$ cat src/rtl/sm_pkg.sv
package sm_pkg;

    typedef enum logic [1:0] {
        ST_IDLE  = 2'd0,
        ST_ARITH = 2'd1,
        ST_CORR  = 2'd2,
        ST_DONE  = 2'd3
    } sm_state_e;

    // One-hot step commands from controller to datapath
    typedef struct packed {
        logic load;   // capture operands
        logic arith;  // sum or difference of magnitudes
        logic comp;   // ones' complement of partial result
        logic inc;    // increment partial result
    } sm_cmd_t;

    // Magnitudes are summed when the sign relation matches the op
    function automatic logic eff_is_add(input logic op_sub,
                                        input logic sa,
                                        input logic sb);
        return ((sa ^ sb) == op_sub);
    endfunction

endpackage

$ cat src/rtl/sm_ctrl.sv
module sm_ctrl
    import sm_pkg::*;
(
    input  logic    clk,
    input  logic    rst,
    input  logic    start,
    input  logic    need_corr,
    output sm_cmd_t cmd,
    output logic    busy,
    output logic    done
);

    sm_state_e state_q, state_d;
    logic      phase_q, phase_d;

    always_comb begin
        state_d = state_q;
        phase_d = phase_q;
        cmd     = '0;
        unique case (state_q)
            ST_IDLE: begin
                if (start) begin
                    cmd.load = 1'b1;
                    state_d  = ST_ARITH;
                end
            end
            ST_ARITH: begin
                cmd.arith = 1'b1;
                phase_d   = 1'b0;
                state_d   = need_corr ? ST_CORR : ST_DONE;
            end
            ST_CORR: begin
                if (!phase_q) begin
                    cmd.comp = 1'b1;
                    phase_d  = 1'b1;
                end else begin
                    cmd.inc  = 1'b1;
                    state_d  = ST_DONE;
                end
            end
            ST_DONE: state_d = ST_IDLE;
            default: state_d = ST_IDLE;
        endcase
    end

    always_ff @(posedge clk) begin
        if (rst) begin
            state_q <= ST_IDLE;
            phase_q <= 1'b0;
        end else begin
            state_q <= state_d;
            phase_q <= phase_d;
        end
    end

    assign busy = (state_q != ST_IDLE);
    assign done = (state_q == ST_DONE);


    done_single_chk: assert property (@(posedge clk) disable iff (rst)
        done |=> !done);


    start_accept_chk: assert property (@(posedge clk) disable iff (rst)
        (!busy && start) |=> (state_q == ST_ARITH));


    corr_two_step_chk: assert property (@(posedge clk) disable iff (rst)
        cmd.comp |=> cmd.inc);

endmodule

$ cat src/rtl/sm_datapath.sv
module sm_datapath
    import sm_pkg::*;
#(
    parameter int WIDTH = 8
) (
    input  logic             clk,
    input  logic             rst,
    input  sm_cmd_t          cmd,
    input  logic             busy,
    input  logic             start,
    input  logic             done,
    input  logic             op_sub,
    input  logic             a_sign,
    input  logic [WIDTH-1:0] a_mag,
    input  logic             b_sign,
    input  logic [WIDTH-1:0] b_mag,
    output logic             need_corr,
    output logic             res_sign,
    output logic [WIDTH-1:0] res_mag,
    output logic             add_ovf
);

    localparam int SUMW = WIDTH + 1;

    logic             as_q;
    logic [WIDTH-1:0] a_q;
    logic [WIDTH-1:0] b_q;
    logic             eff_add_q;
    logic             avf_q;

    logic [SUMW-1:0]  sum;
    logic             carry;
    logic [WIDTH-1:0] sum_lo;

    // Sum path: A + B. Difference path: A + ~B + 1.
    always_comb begin
        sum    = {1'b0, a_q}
               + {1'b0, (eff_add_q ? b_q : ~b_q)}
               + {{WIDTH{1'b0}}, ~eff_add_q};
        carry  = sum[SUMW-1];
        sum_lo = sum[WIDTH-1:0];
    end

    assign need_corr = !eff_add_q && !carry;

    always_ff @(posedge clk) begin
        if (rst) begin
            as_q      <= 1'b0;
            a_q       <= '0;
            b_q       <= '0;
            eff_add_q <= 1'b0;
            avf_q     <= 1'b0;
        end else begin
            if (cmd.load) begin
                as_q      <= a_sign;
                a_q       <= a_mag;
                b_q       <= b_mag;
                eff_add_q <= eff_is_add(op_sub, a_sign, b_sign);
            end
            if (cmd.arith) begin
                a_q   <= sum_lo;
                avf_q <= eff_add_q ? carry : 1'b0;
                if (!eff_add_q) begin
                    if (!carry)
                        as_q <= ~as_q;
                    else if (sum_lo == '0)
                        as_q <= 1'b0;
                end
            end
            if (cmd.comp)
                a_q <= ~a_q;
            if (cmd.inc)
                a_q <= a_q + 1'b1;
        end
    end

    assign res_sign = as_q;
    assign res_mag  = a_q;
    assign add_ovf  = avf_q;


    pos_zero_chk: assert property (@(posedge clk) disable iff (rst)
        (done && !eff_add_q && (a_q == '0)) |-> !as_q);


    no_diff_ovf_chk: assert property (@(posedge clk) disable iff (rst)
        (done && !eff_add_q) |-> !avf_q);


    busy_start_ignored_chk: assert property (@(posedge clk) disable iff (rst)
        (busy && start) |=> ($stable(b_q) && $stable(eff_add_q)));


    hold_result_chk: assert property (@(posedge clk) disable iff (rst)
        (!busy && !start) |=> ($stable(a_q) && $stable(as_q) && $stable(avf_q)));

endmodule

$ cat src/rtl/sm_addsub.sv
module sm_addsub
    import sm_pkg::*;
#(
    parameter int WIDTH = 8
) (
    input  logic             clk,
    input  logic             rst,
    input  logic             start,
    input  logic             op_sub,
    input  logic             a_sign,
    input  logic [WIDTH-1:0] a_mag,
    input  logic             b_sign,
    input  logic [WIDTH-1:0] b_mag,
    output logic             done,
    output logic             res_sign,
    output logic [WIDTH-1:0] res_mag,
    output logic             add_ovf
);

    sm_cmd_t cmd;
    logic    busy;
    logic    need_corr;

    sm_ctrl u_ctrl (
        .clk       (clk),
        .rst       (rst),
        .start     (start),
        .need_corr (need_corr),
        .cmd       (cmd),
        .busy      (busy),
        .done      (done)
    );

    sm_datapath #(.WIDTH(WIDTH)) u_dp (
        .clk       (clk),
        .rst       (rst),
        .cmd       (cmd),
        .busy      (busy),
        .start     (start),
        .done      (done),
        .op_sub    (op_sub),
        .a_sign    (a_sign),
        .a_mag     (a_mag),
        .b_sign    (b_sign),
        .b_mag     (b_mag),
        .need_corr (need_corr),
        .res_sign  (res_sign),
        .res_mag   (res_mag),
        .add_ovf   (add_ovf)
    );

endmodule

$ cat config.mk
export PLATFORM = sky130hd
export DESIGN_NAME = sm_addsub
export DESIGN_NICKNAME = d
export VERILOG_FILES = /design/src/rtl/sm_pkg.sv /design/src/rtl/sm_ctrl.sv /design/src/rtl/sm_datapath.sv /design/src/rtl/sm_addsub.sv
export SDC_FILE = /design/constraint.sdc
export NUM_CORES = 1
export LEC_CHECK = 0
export BUFFER_PORTS_ARGS = -buffer_cell sky130_fd_sc_hd__buf_2
export CAP_MARGIN = 30
export CORE_MARGIN = 4
export CORE_UTILIZATION = 30
export CTS_BUF_LIST = sky130_fd_sc_hd__clkbuf_8 sky130_fd_sc_hd__clkbuf_16
export CTS_CLUSTER_SIZE = 16
export DETAILED_ROUTE_END_ITERATION = 7
export PLACE_DENSITY = 0.58
export SLEW_MARGIN = 20
export SYNTH_ARGS = -nofsm -noshare
export SYNTH_HDL_FRONTEND = slang
export SYNTH_SLANG_ARGS = --single-unit
$ cat constraint.sdc
create_clock -name clk -period 2.68 [get_ports clk]
set_clock_uncertainty 0.05 [all_clocks]
set_input_delay 0.268 -clock clk [delete_from_list [all_inputs] [get_ports clk]]
set_output_delay 0.268 -clock clk [all_outputs]
set_load 0.005 [all_outputs]
After elaboration in Yosys (flattened, before gate mapping)
Cells that the tools add are included.
{ "word_totals": {"regBits": 22, "output_inout_bits": 11, "in_bits": 22, "wordCells": 51} }
{ "classes": {"n_reduce_logical": 8, "n_bitwise": 5, "eq_ne": 6, "muxes": 22, "n_addsub": 3} }
{ "op_table": {"columns": ["cell", "n"], "rows": [
  ["8-bit 2-to-1 mux", 5],
  ["8-bit inverter", 2],
  ["1-bit 2-to-1 mux", 12],
  ["8-bit by 8-bit adder with 9-bit output", 1],
  ["9-bit by 1-bit adder with 9-bit output", 1],
  ["8-bit by 1-bit adder with 8-bit output, second input constant", 1],
  ["8-bit logical NOT", 1],
  ["2-bit one-hot mux with 4 select lines", 1],
  ["2-bit 2-to-1 mux", 3],
  ["2-bit == test, second input constant", 2],
  ["4-bit nonzero test", 1],
  ["2-bit by 1-bit == test with 1-bit output, second input constant", 1],
  ["1-bit logical NOT", 2],
  ["2-bit logical NOT", 1],
  ["2-bit by 1-bit inequality test with 1-bit output, second input constant", 1],
  ["2-bit inequality test, second input constant", 1],
  ["1-bit inverter", 2],
  ["1-bit one-hot mux with 2 select lines", 1],
  ["2-bit AND reduction", 1],
  ["2-bit nonzero test", 1],
  ["1-bit == test", 1],
  ["1-bit logical AND", 1],
  ["1-bit XOR", 1]
]} }

Logic depth before layout (Yosys ltp)
Gate-level depths: netlist (run 1).
{ "depth": {"word_depth": 9, "depth_mapped": 10, "mapped_depth_nobuf": 9} }

By module
Synthesis (run 1) repeated with hierarchy kept, for this count alone.
{ "hier_totals": {"hier_cells": 217, "hier_area_um2": 1709.1} }
{ "by_module_without_submodules": {"columns": ["module", "area_each_um2", "seq_area_each_um2", "cells_each", "n_inst"], "rows": [
  ["sm_datapath", 1475.2, 380.4, 191, 1],
  ["sm_ctrl", 234.0, 60.1, 26, 1]
]} }

Worst setup path before layout (run 1)
No wires, ideal clock.
{ "synth_timing": {"kind": "reg2reg", "start": "register u_dp.eff_add_q", "end": "register u_dp.as_q, in the netlist u_dp.res_sign", "n_path_buf": 1, "setup_slack_ns": 0.032, "arrival_ns": 2.466, "path_stages_with_launch": 10, "setup_time_ns": 0.132, "required_ns": 2.498, "period_less_slack_ns": 2.648, "path_cell_list": "dfxtp_1 > buf_1 > xnor2_1 > ha_1 > a21o_1 > a41o_1 > xor2_1 > or3_1 > o41ai_1 > a21oi_1"} }
{ "synth_between": {"elab_chain_len": 8, "word_cells_on_any_way": 9, "classes_between": "add/sub: 2; mux: 5; bitwise: 1; reduce/logical: 1"} }
{ "synth_lines": {"columns": ["item", "line_no", "text"], "rows": [
  ["from (decl)", "sm_datapath.sv:28", "logic eff_add_q;"],
  ["from (signal assigned)", "sm_datapath.sv:58", "eff_add_q <= eff_is_add(op_sub, a_sign, b_sign);"],
  ["8-bit 2-to-1 mux", "sm_datapath.sv:38", "+ {1'b0, (eff_add_q ? b_q : ~b_q)}"],
  ["8-bit by 8-bit adder with 9-bit output", "sm_datapath.sv:38", null],
  ["9-bit by 1-bit adder with 9-bit output", "sm_datapath.sv:39", "+ {{WIDTH{1'b0}}, ~eff_add_q};"],
  ["8-bit logical NOT", "sm_datapath.sv:66", "else if (sum_lo == '0)"],
  ["1-bit 2-to-1 mux", "sm_datapath.sv:66", null],
  ["1-bit 2-to-1 mux", "sm_datapath.sv:64", "if (!carry)"],
  ["1-bit 2-to-1 mux (*)", "sm_datapath.sv:63", "if (!eff_add_q) begin"],
  ["1-bit 2-to-1 mux (*)", "sm_datapath.sv:60", "if (cmd.arith) begin"],
  ["to (signal assigned)", "sm_datapath.sv:55", "as_q <= a_sign;"],
  ["to (signal assigned)", "sm_datapath.sv:65", "as_q <= ~as_q;"],
  ["to (decl)", "sm_datapath.sv:25", "logic as_q;"]
]} }
Mark *: on every way between the ends. The rest lies on a longest branch, timed or not.
A chain may end at the register's enable or synchronous reset.

Worst setup path in the final report (run 1)
Same ends and word-level chain as after synthesis.

==> impl_results.md, run 1 <==
* Period utilization at 0.911
* Yosys warnings at 0
* Core Util, Final at 0.380
* Drt wl/cell at 13.2 um
* Avg Cell Area, Syn at 7.61 um^2
* DP HPWL at 3290 um
* Mapped Cells at 219
* Final hold viol count at 0
* Setup_tns at 0 ps
* CP Class: reg2reg
* Worst Path Max Fanout at 8
* Outcome: finished, final reports clean
* Initial DRC Count at 97
* Die height at 82.5 um
* Leakage at 0.843 nW
* Sequential share of power at 0.226
* Crit path DAT at 2530 ps
* Most frequent cells in the layout: buf_2, nand2_1, a21oi_1
* Worst-margin pin slew at 473 ps
* CP Capture Type: register
* Max-Cap Viols at 0
* Worst Setup Start Kind: register
* Pre-CTS setup slack at 144 ps
* Met2 WL at 1970 um
* N_diodes at 0
* Overflow after GRT at 0
* Max Freq at 0.409 GHz
* Placed cell area at 1930 um^2
* Clock share of power at 0.098
* Finished Cell Area at 1990 um^2
* Sw Share at 0.472
* Placer Congestion at 0.936
* IO Pins at 33
* Clock Pin Slew Worst Setup and Hold Paths at 80 ps
* Internal Power at 0.00128 W
* Number of global-route vias before repair at 1512
* Core Region at 5240 um^2
* Psw at 0.00114 W
* Tot Pwr at 0.00242 W
* CTS tree: built
* Mapped Nets at 257
* CTS Buffer Depth at 2
* # fillers at 574
* Initial Util at 0.318
* Highest routing layer actually used: met4
* First-pass GRT wire length at 6960 um
* Root Buffer: clkbuf_8
* # DRC at 0
* Commonest non-fill, non-tap cell in the layout: buf_2
* Vias at 1625
* Sink Count at 22
* GRT Total Usage at 0.131
* Max Slew Vio Count at 0
* Htree depth at 1
* Vias per cell at 5.05
* Final setup fails at 0
* Fin nets at 291
* Pre-antenna DRT Iters at 4
* Yosys cell types at 39
* Clock Latency Late Sink at 260 ps
* Layout cells sized above 1 at 0.179
* IR drop worst, VDD at 0.532 mV
* Synth Cell Area at 1670 um^2
* Worst hold path class: in2reg
* Routed length on met3 at 227 um
* Synth Register Bits at 22
* Die ar. at 6810 um^2
* Port bufs at 32
* Total CTS buffers at 3
* Period minus WS final at 2440 ps
* Placement row count at 26
* RSZ-0062 raised after global routing: false
* FF-to-FF setup slack at 240 ps
* Logic gate share of total power at 0.676
* Area delta synth->final at 19.4%
* Rel. slew slack at 0.680
* Routed met1 length at 2020 um
* Initial antenna violation count at 0
* Pwr dens at 1220 nW/um^2
* Die width at 82.5 um
* WL final at 4250 um
* Seq/Total Area, Yosys at 0.264
* Final critical-path setup slack at 238 ps
* Worst Path Required at 2770 ps
* Largest net degree at the start of global routing at 24
* Post-route ant nets at 0
cell type report:
type	count	area [um^2]	share of cell area
Sequential cell	22	442	0.222
Timing Repair Buffer	40	220	0.111
Clock buffer	4	55.1	0.0277
Tap cell	70	87.6	0.0440
Inverter	10	37.5	0.0189
Multi-Input combinational cell	176	1150	0.577
per-stage QoR:
stage                     hold WS (ps)  instances
after floorplan                    290        219
after global placement             406        318
after detailed placement           413        318
after CTS                          179        322
after global routing               183        322
final                              186        322
sequential cells by signal, indices dropped and copies added (netlist names):
register,count
u_ctrl.phase_q,1
u_ctrl.state_q,2
u_dp.add_ovf,1
u_dp.b_q,8
u_dp.eff_add_q,1
u_dp.res_mag,8
u_dp.res_sign,1
Yosys cell counts:
library cell / count / area (um^2)
a2111oi_0: 2 / 17.5
a211oi_1: 6 / 45.0
a21boi_1: 1 / 7.51
a21o_1: 3 / 22.5
a21oi_1: 29 / 145
a22oi_1: 1 / 7.51
a311oi_1: 1 / 8.76
a31o_1: 1 / 8.76
a31oi_1: 3 / 18.8
a41o_1: 1 / 10.0
a41oi_1: 1 / 8.76
and2_1: 1 / 6.26
and3_1: 1 / 6.26
buf_1: 2 / 7.51
clkbuf_1: 9 / 33.8
dfxtp_1: 22 / 440
fa_1: 1 / 20.0
ha_1: 15 / 188
inv_1: 10 / 37.5
mux2i_1: 4 / 40.0
nand2_1: 31 / 116
nand2b_1: 5 / 31.3
nand3_1: 8 / 40.0
nand3b_1: 3 / 22.5
nand4_1: 1 / 6.26
nor2_1: 14 / 52.6
nor2b_1: 1 / 6.26
nor3_1: 2 / 10.0
nor3b_1: 1 / 7.51
nor4_1: 2 / 12.5
o211ai_1: 4 / 30.0
o21a_1: 3 / 22.5
o21ai_0: 6 / 30.0
o21ai_1: 1 / 5.00
o31ai_1: 2 / 15.0
o41ai_1: 2 / 17.5
or3_1: 2 / 12.5
xnor2_1: 13 / 114
xor2_1: 4 / 35.0
cells by family after synthesis:
logic type                 count (synthesis)  share of synthesized area
xor gates and xnor gates                  17                     0.0893
buffers and inverters                     21                     0.0473
AOI/OAI and AO/OA                         67                      0.252
muxes                                      4                     0.0240
adders and majority gates                 16                      0.125
DFF                                       22                      0.264
and+or+nand+nor                           72                      0.198
worst paths after layout:
path	depth (start not counted)	start	end
max	9	u_dp.eff_add_q$_SDFFE_PP0P_	u_dp.res_sign$_SDFF_PP0_
min reg2reg	2	u_dp.b_q[4]$_SDFFE_PP0P_	u_dp.b_q[4]$_SDFFE_PP0P_
max reg2reg	9	u_dp.eff_add_q$_SDFFE_PP0P_	u_dp.res_sign$_SDFF_PP0_
min	3	b_mag[6]	u_dp.b_q[6]$_SDFFE_PP0P_
what timing repair did:
item,in CTS,in global routing
setup endpoints to repair,0,2
gates resized for setup,0,1
hold buffers,0,0
buffers inserted,0,0
worst max-delay path, stage by stage, from the launching register on:
cell      delay (ps)
dfxtp_2          420
xnor2_1          170
inv_1             90
fa_1             420
nand3b_1         210
nand2_1          110
xor2_1            80
or3_1            350
o41ai_1          310
a21oi_1          110
power groups by stage:
stage | logic [W] | clock network, W | registers, W
detailed placement | 0.00163 | 0 | 0.000554
global route | 0.00185 | 0.000261 | 0.000569
floorplan | 0.00123 | 0 | 0.000536
global placement | 0.00163 | 0 | 0.000554
finish | 0.00164 | 0.000237 | 0.000547
CTS | 0.00164 | 0.000249 | 0.000548
per-layer routing:
| layer | GRT usage | vias to the layer above |
|---|---|---|
| li1 | - | 839 |
| met1 | 0.176 | 744 |
| met2 | 0.216 | 38 |
| met3 | 0.0271 | 4 |
| met4 | 0.0294 | 0 |
| met5 | 0 | - |
No activity file was read; power rests on OpenSTA's default activity.
==> run 2, diff against run 1 <==
ABC_AREA = 1   (was default)
==> impl_results.md, run 2 <==
* Outcome: finished, final reports clean
* Leakage at 0.944 nW (+12%)
* Period utilization at 0.850 (-0.0614)
* Pwr dens at 1440 nW/um^2 (+18%)
* Post-synth ARST share at 0 (unchanged)
* Clock Latency Late Sink at 270 ps (about the same)
* Synth Cell Area at 1710 um^2 (+2.3%)
* Mapped Nets at 288 (+12%)
* Top-count cell post-synth: nand2_1
* Worst-margin pin slew at 509 ps (+35.9 ps)
* CP Capture Type: register
* Vias at 1697 (+4.4%)
* GRT Total Usage at 0.136 (+0.00523)
* Pre-antenna DRT Iters at 5 (+1)
* Placement row count at 27 (+3.8%)
* Fin nets at 320 (+10%)
* Min Hold Slack at 199 ps (+12.7 ps)
* Worst hold path class: in2reg
* Final critical-path setup slack at 402 ps (+164 ps)
* EDFF count, synth at 0 (unchanged)
* Htree depth at 1 (unchanged)
* Sink Count at 22 (unchanged)
* Sw Share at 0.531 (+0.0588)
* DP HPWL at 3540 um (+7.6%)
* Top post-synthesis cells by count: nand2_1, o21ai_0, nor2_1
* Rel. slew slack at 0.660 (-0.0203)
* Placed cell area at 1940 um^2 (+0.13%)
* Clock share of power at 0.074 (-0.024)
* Die ar. at 6950 um^2 (+2.1%)
* CTS Buffer Depth at 2 (unchanged)
* Yosys cell types at 31 (-21%)
* Area contributors post-synth: dfxtp_1, ha_1, nand2_1, o21ai_0, nor2_1
* N_diodes at 0 (unchanged)
* Yosys warnings at 0 (unchanged)
* Core Region at 5510 um^2 (+5.1%)
* Clock Pin Slew Worst Setup and Hold Paths at 80 ps (about the same)
* Worst Path Max Fanout at 12 (+4)
* Hold-fix buffers, CTS at 0 (unchanged)
* CTS tree: built
* Number of global-route vias before repair at 1636 (+8.2%)
* IO Pins at 33 (unchanged)
* Internal Power at 0.00133 W (+4.3%)
* Seq/Total Area, Yosys at 0.258 (-0.00601)
* Initial antenna violation count at 0 (unchanged)
* Placer Congestion at 0.838 (-11%)
* Final hold viol count at 0 (unchanged)
* CP Class: reg2reg
* Max Slew Vio Count at 0 (unchanged)
* IR drop worst, VDD at 0.479 mV (-9.9%)
* Crit path DAT at 2390 ps (-140 ps)
* Drt wl/cell at 12.7 um (-3.4%)
* Post-synth top area cell: dfxtp_1
* First-pass GRT wire length at 7800 um (+12%)
* Overflow after GRT at 0 (unchanged)
* Die width at 83.4 um (+1.0%)
* Worst Setup Start Kind: register
* Mapped Cells at 250 (+14%)
* Total CTS buffers at 3 (unchanged)
* Finished Cell Area at 1980 um^2 (-0.63%)
* RSZ-0062 raised after global routing: false
* Layout cells sized above 1 at 0.189 (+0.0107)
* Worst Path Required at 2790 ps (+20 ps)
* Period minus WS final at 2280 ps (-164 ps)
* Vias per cell at 4.82 (-4.5%)
* Synth Register Bits at 22 (unchanged)
* Psw at 0.00151 W (+32%)
* Max Freq at 0.439 GHz (+7.2%)
* Top-area cell type share of the netlist area at 0.258 (-0.00601)
* Die height at 83.4 um (+1.0%)
* Main flop type after synthesis: dfxtp_1
* Pre-CTS setup slack at 402 ps (+258 ps)
* WL final at 4490 um (+5.7%)
* Commonest non-fill, non-tap cell in the layout: nand2_1
* Post-route ant nets at 0 (unchanged)
* # DRC at 0 (unchanged)
* Setup_tns at 0 ps (unchanged)
* Root Buffer: clkbuf_8
* Post-CTS setup buffers at 0 (unchanged)
* Initial Util at 0.310 (-0.00850)
* Largest net degree at the start of global routing at 18 (-25%)
* Max-Cap Viols at 0 (unchanged)
* Most frequent cells in the layout: nand2_1, o21ai_0, buf_2
* Area delta synth->final at 15.9%
* Final setup fails at 0 (unchanged)
* Initial DRC Count at 72 (-26%)
* Avg Cell Area, Syn at 6.82 um^2 (-10%)
* Logic gate share of total power at 0.692 (+0.016)
* Port bufs at 32 (unchanged)
* Post-CTS resize count at 0 (unchanged)
* Sequential share of power at 0.234 (+0.008)
[run 2: cell count changes after synthesis, moves of 4 or more]
cell / change
a211oi_1: -6
a21oi_1: -9
a21oi_2: +5
buf_2: +4
clkbuf_1: -8
inv_1: +14
nand2_1: +13
nand2_2: +4
nand2b_1: -5
nand3_1: +5
nor2_1: +13
o21ai_0: +27
xnor2_1: -5
[run 2: worst paths after layout]
path / startpoint / endpoint / slack (ps) / cells after the start
worst min register to register: u_dp.add_ovf$_SDFFE_PP0P_ / u_dp.add_ovf$_SDFFE_PP0P_ / 420 / 2
worst max register to register: u_dp.eff_add_q$_SDFFE_PP0P_ / u_dp.res_sign$_SDFF_PP0_ / 400 / 12
worst min-delay path: b_mag[6] / u_dp.b_q[6]$_SDFFE_PP0P_ / 200 / 3
worst max-delay path: u_dp.eff_add_q$_SDFFE_PP0P_ / u_dp.res_sign$_SDFF_PP0_ / 400 / 12
[run 2: power by group through the flow]
stage	registers (W)	clock network [W]	logic (W)
final	0.000665	0.000210	0.00197
after global routing	0.000703	0.000235	0.00228
after CTS	0.000666	0.000218	0.00198
after detailed placement	0.000674	0	0.00197
after global placement	0.000670	0	0.00196
after floorplan	0.000597	0	0.00155
[run 2: through the flow]
stage | std cells | utilization | total power [W]
after floorplan | 250 | - | 0.00215
after global placement | 349 | 0.352 | 0.00263
after detailed placement | 349 | 0.352 | 0.00264
after CTS | 352 | 0.359 | 0.00286
after global routing | 352 | 0.359 | 0.00322
final | 352 | 0.359 | 0.00284
[run 2: layout make-up]
type / count / area (um^2)
sequential: 22 / 440
multi-input combinational: 194 / 1130
timing repair buffer: 34 / 175
clock buffer: 3 / 41.3
tap: 72 / 90.1
fill: 602 / 3530
inverter: 27 / 101
[run 2: routing by layer]
metal  GRT usage  share of wire  vias to the layer above
li1            -              -                      901
met1       0.176           0.47                      763
met2       0.231           0.48                       29
met3      0.0298          0.037                        4
met4      0.0312          0.012                        0
met5           0              0                        -
[run 2: cell families after synthesis]
kind of cell / after synthesis / synth area share
AND/OR/NAND/NOR: 96 / 0.247
buffers and inverters: 34 / 0.0800
adder cells (fa/ha/maj): 16 / 0.122
flip-flops: 22 / 0.258
XOR/XNOR: 11 / 0.0565
multiplexers: 1 / 0.00587
AO/OA/AOI/OAI: 70 / 0.230
[run 2: worst max-delay path: stages, from the launching register on]
cell and delay (ps):
dfxtp_1 640, xor2_1 200, fa_1 480, inv_1 80, nand3_1 80, nand2_1 110
nand2_1 80, nand3_1 70, nand2_1 70, nor2_1 100, nand3_1 90, nand2_1 80
a21oi_2 50
==> run 3, diff against run 2 <==
PLACE_DENSITY = 0.57   (was 0.58)
clock period = 2.2 ns   (was 2.68 ns; I/O delays follow)
==> impl_results.md, run 3 (synthesized netlist as in run 2, its figures left out) <==
* Clock Pin Slew Worst Setup and Hold Paths at 80 ps (about the same)
* Setup_tns at 0 ps (unchanged)
* Worst r2r src: u_dp.eff_add_q$_SDFFE_PP0P_
* Commonest non-fill, non-tap cell in the layout: nand2_1
* Period utilization at 0.898 (+0.0481)
* GRT Total Usage at 0.133 (-0.00330)
* CP Capture Type: register
* CTS tree: built
* Port bufs at 32 (unchanged)
* Post-route ant nets at 0 (unchanged)
* RSZ-0062 raised after global routing: false
* Worst Path Max Fanout at 5 (-7)
* WL final at 4500 um (+0.22%)
* Clock Latency Late Sink at 270 ps (about the same)
* Total CTS buffers at 3 (unchanged)
* Crit path DAT at 2090 ps (-300 ps)
* Area delta synth->final at 19.8%
* Vias per cell at 4.70 (-2.5%)
* Pre-antenna DRT Iters at 4 (-1)
* Worst Setup Start Kind: register
* Die height at 83.4 um (unchanged)
* Max Slew Vio Count at 0 (unchanged)
* Fin nets at 327 (+2.2%)
* Placement row count at 27 (unchanged)
* Core Region at 5510 um^2 (unchanged)
* Min Hold Slack at 146 ps (-52.8 ps)
* Die width at 83.4 um (unchanged)
* DP HPWL at 3660 um (+3.4%)
* Placer Congestion at 0.813 (-3.0%)
* First-pass GRT wire length at 7520 um (-3.6%)
* Root Buffer: clkbuf_8
* Period minus WS final at 1980 ps (-302 ps)
* Rel. slew slack at 0.687 (+0.0273)
* Final setup fails at 0 (unchanged)
* Number of global-route vias before repair at 1591 (-2.8%)
* Htree depth at 1 (unchanged)
* Drt wl/cell at 12.5 um (-1.7%)
* Leakage at 0.982 nW (+4.1%)
* IO Pins at 33 (unchanged)
* Worst hold start: b_mag[2]
* Die ar. at 6950 um^2 (unchanged)
* # DRC at 0 (unchanged)
* Initial antenna violation count at 0 (unchanged)
* Pwr dens at 1750 nW/um^2 (+22%)
* CP Class: reg2reg
* Worst setup path startpoint: u_dp.eff_add_q$_SDFFE_PP0P_
* Initial Util at 0.310 (unchanged)
* Final hold viol count at 0 (unchanged)
* Max Freq at 0.506 GHz (+15%)
* Vias at 1688 (-0.53%)
* Worst Path Required at 2320 ps (-470 ps)
* Core Util, Final at 0.371 (+0.0120)
* CTS Buffer Depth at 2 (unchanged)
* Outcome: finished, final reports clean
* Largest net degree at the start of global routing at 18 (unchanged)
* Worst hold path class: in2reg
* Final critical-path setup slack at 224 ps (-178 ps)
* IR drop worst, VDD at 0.709 mV (+48%)
* Max-Cap Viols at 0 (unchanged)
* Overflow after GRT at 0 (unchanged)
* Layout cells sized above 1 at 0.223 (+0.0337)
* Worst-margin pin slew at 468 ps (-40.7 ps)
* Most frequent cells in the layout: nand2_1, o21ai_0, buf_2
* Initial DRC Count at 44 (-39%)
* N_diodes at 0 (unchanged)
* Sink Count at 22 (unchanged)
* Pre-CTS setup slack at 140 ps (-261 ps)
==> run 3: layout make-up <==
type / count / area [um^2]
fillers: 601 / 3460
inverters: 27 / 101
repair buffers: 41 / 228
well taps: 72 / 90.1
multi-input cells: 194 / 1140
flip-flops and latches: 22 / 442
clock buffers: 3 / 41.3
==> run 3: worst paths after layout <==
path | endpoint | slack (ps) | cells past startpoint
worst max register to register | u_dp.res_sign$_SDFF_PP0_ | 220 | 14
worst min register to register | u_dp.add_ovf$_SDFFE_PP0P_ | 420 | 2
worst min-delay path | u_dp.b_q[2]$_SDFFE_PP0P_ | 150 | 3
worst max-delay path | u_dp.res_sign$_SDFF_PP0_ | 220 | 14
==> run 3: power by group <==
part	internal (W)	leakage (nW)	total [W]	switching (W)
combinational	0.00103	0.778	0.00258	0.00155
clock	0.000123	0.0216	0.000263	0.000141
sequential	0.000561	0.183	0.000744	0.000183
total	0.00171	0.982	0.00358	0.00187
==> run 3: critical path: stages, from the launching register on <==
cell and delay, ps:
dfxtp_2 350, buf_4 160, nand2_2 80, nand2_1 70, fa_2 350, inv_1 60
nand3_1 90, nand2_2 110, nand2_1 60, nand3_1 60, nand2_1 100, nor2_1 120
nand3_1 80, nand2_1 80, a21oi_2 50
==> run 3: routing by layer <==
metal / vias up / share of wire / track usage
met5: - / 0 / 0
met4: 0 / 0.0069 / 0.0223
met3: 5 / 0.039 / 0.0308
met2: 28 / 0.47 / 0.227
met1: 748 / 0.48 / 0.173
li1: 907 / - / -
==> run 3: through the flow <==
step,cells,total power (W),area [um^2]
finish,359,0.00358,2040
global route,359,0.00403,2040
CTS,359,0.00358,2030
detailed placement,356,0.00330,1990
global placement,356,0.00330,1990
floorplan,250,0.00262,1710
==> run 3: timing repair <==
action	4_1_cts	5_1_grt
buffers inserted	0	0
endpoints found under the setup margin	0	1
resized for setup	0	4
hold buffers	0	0
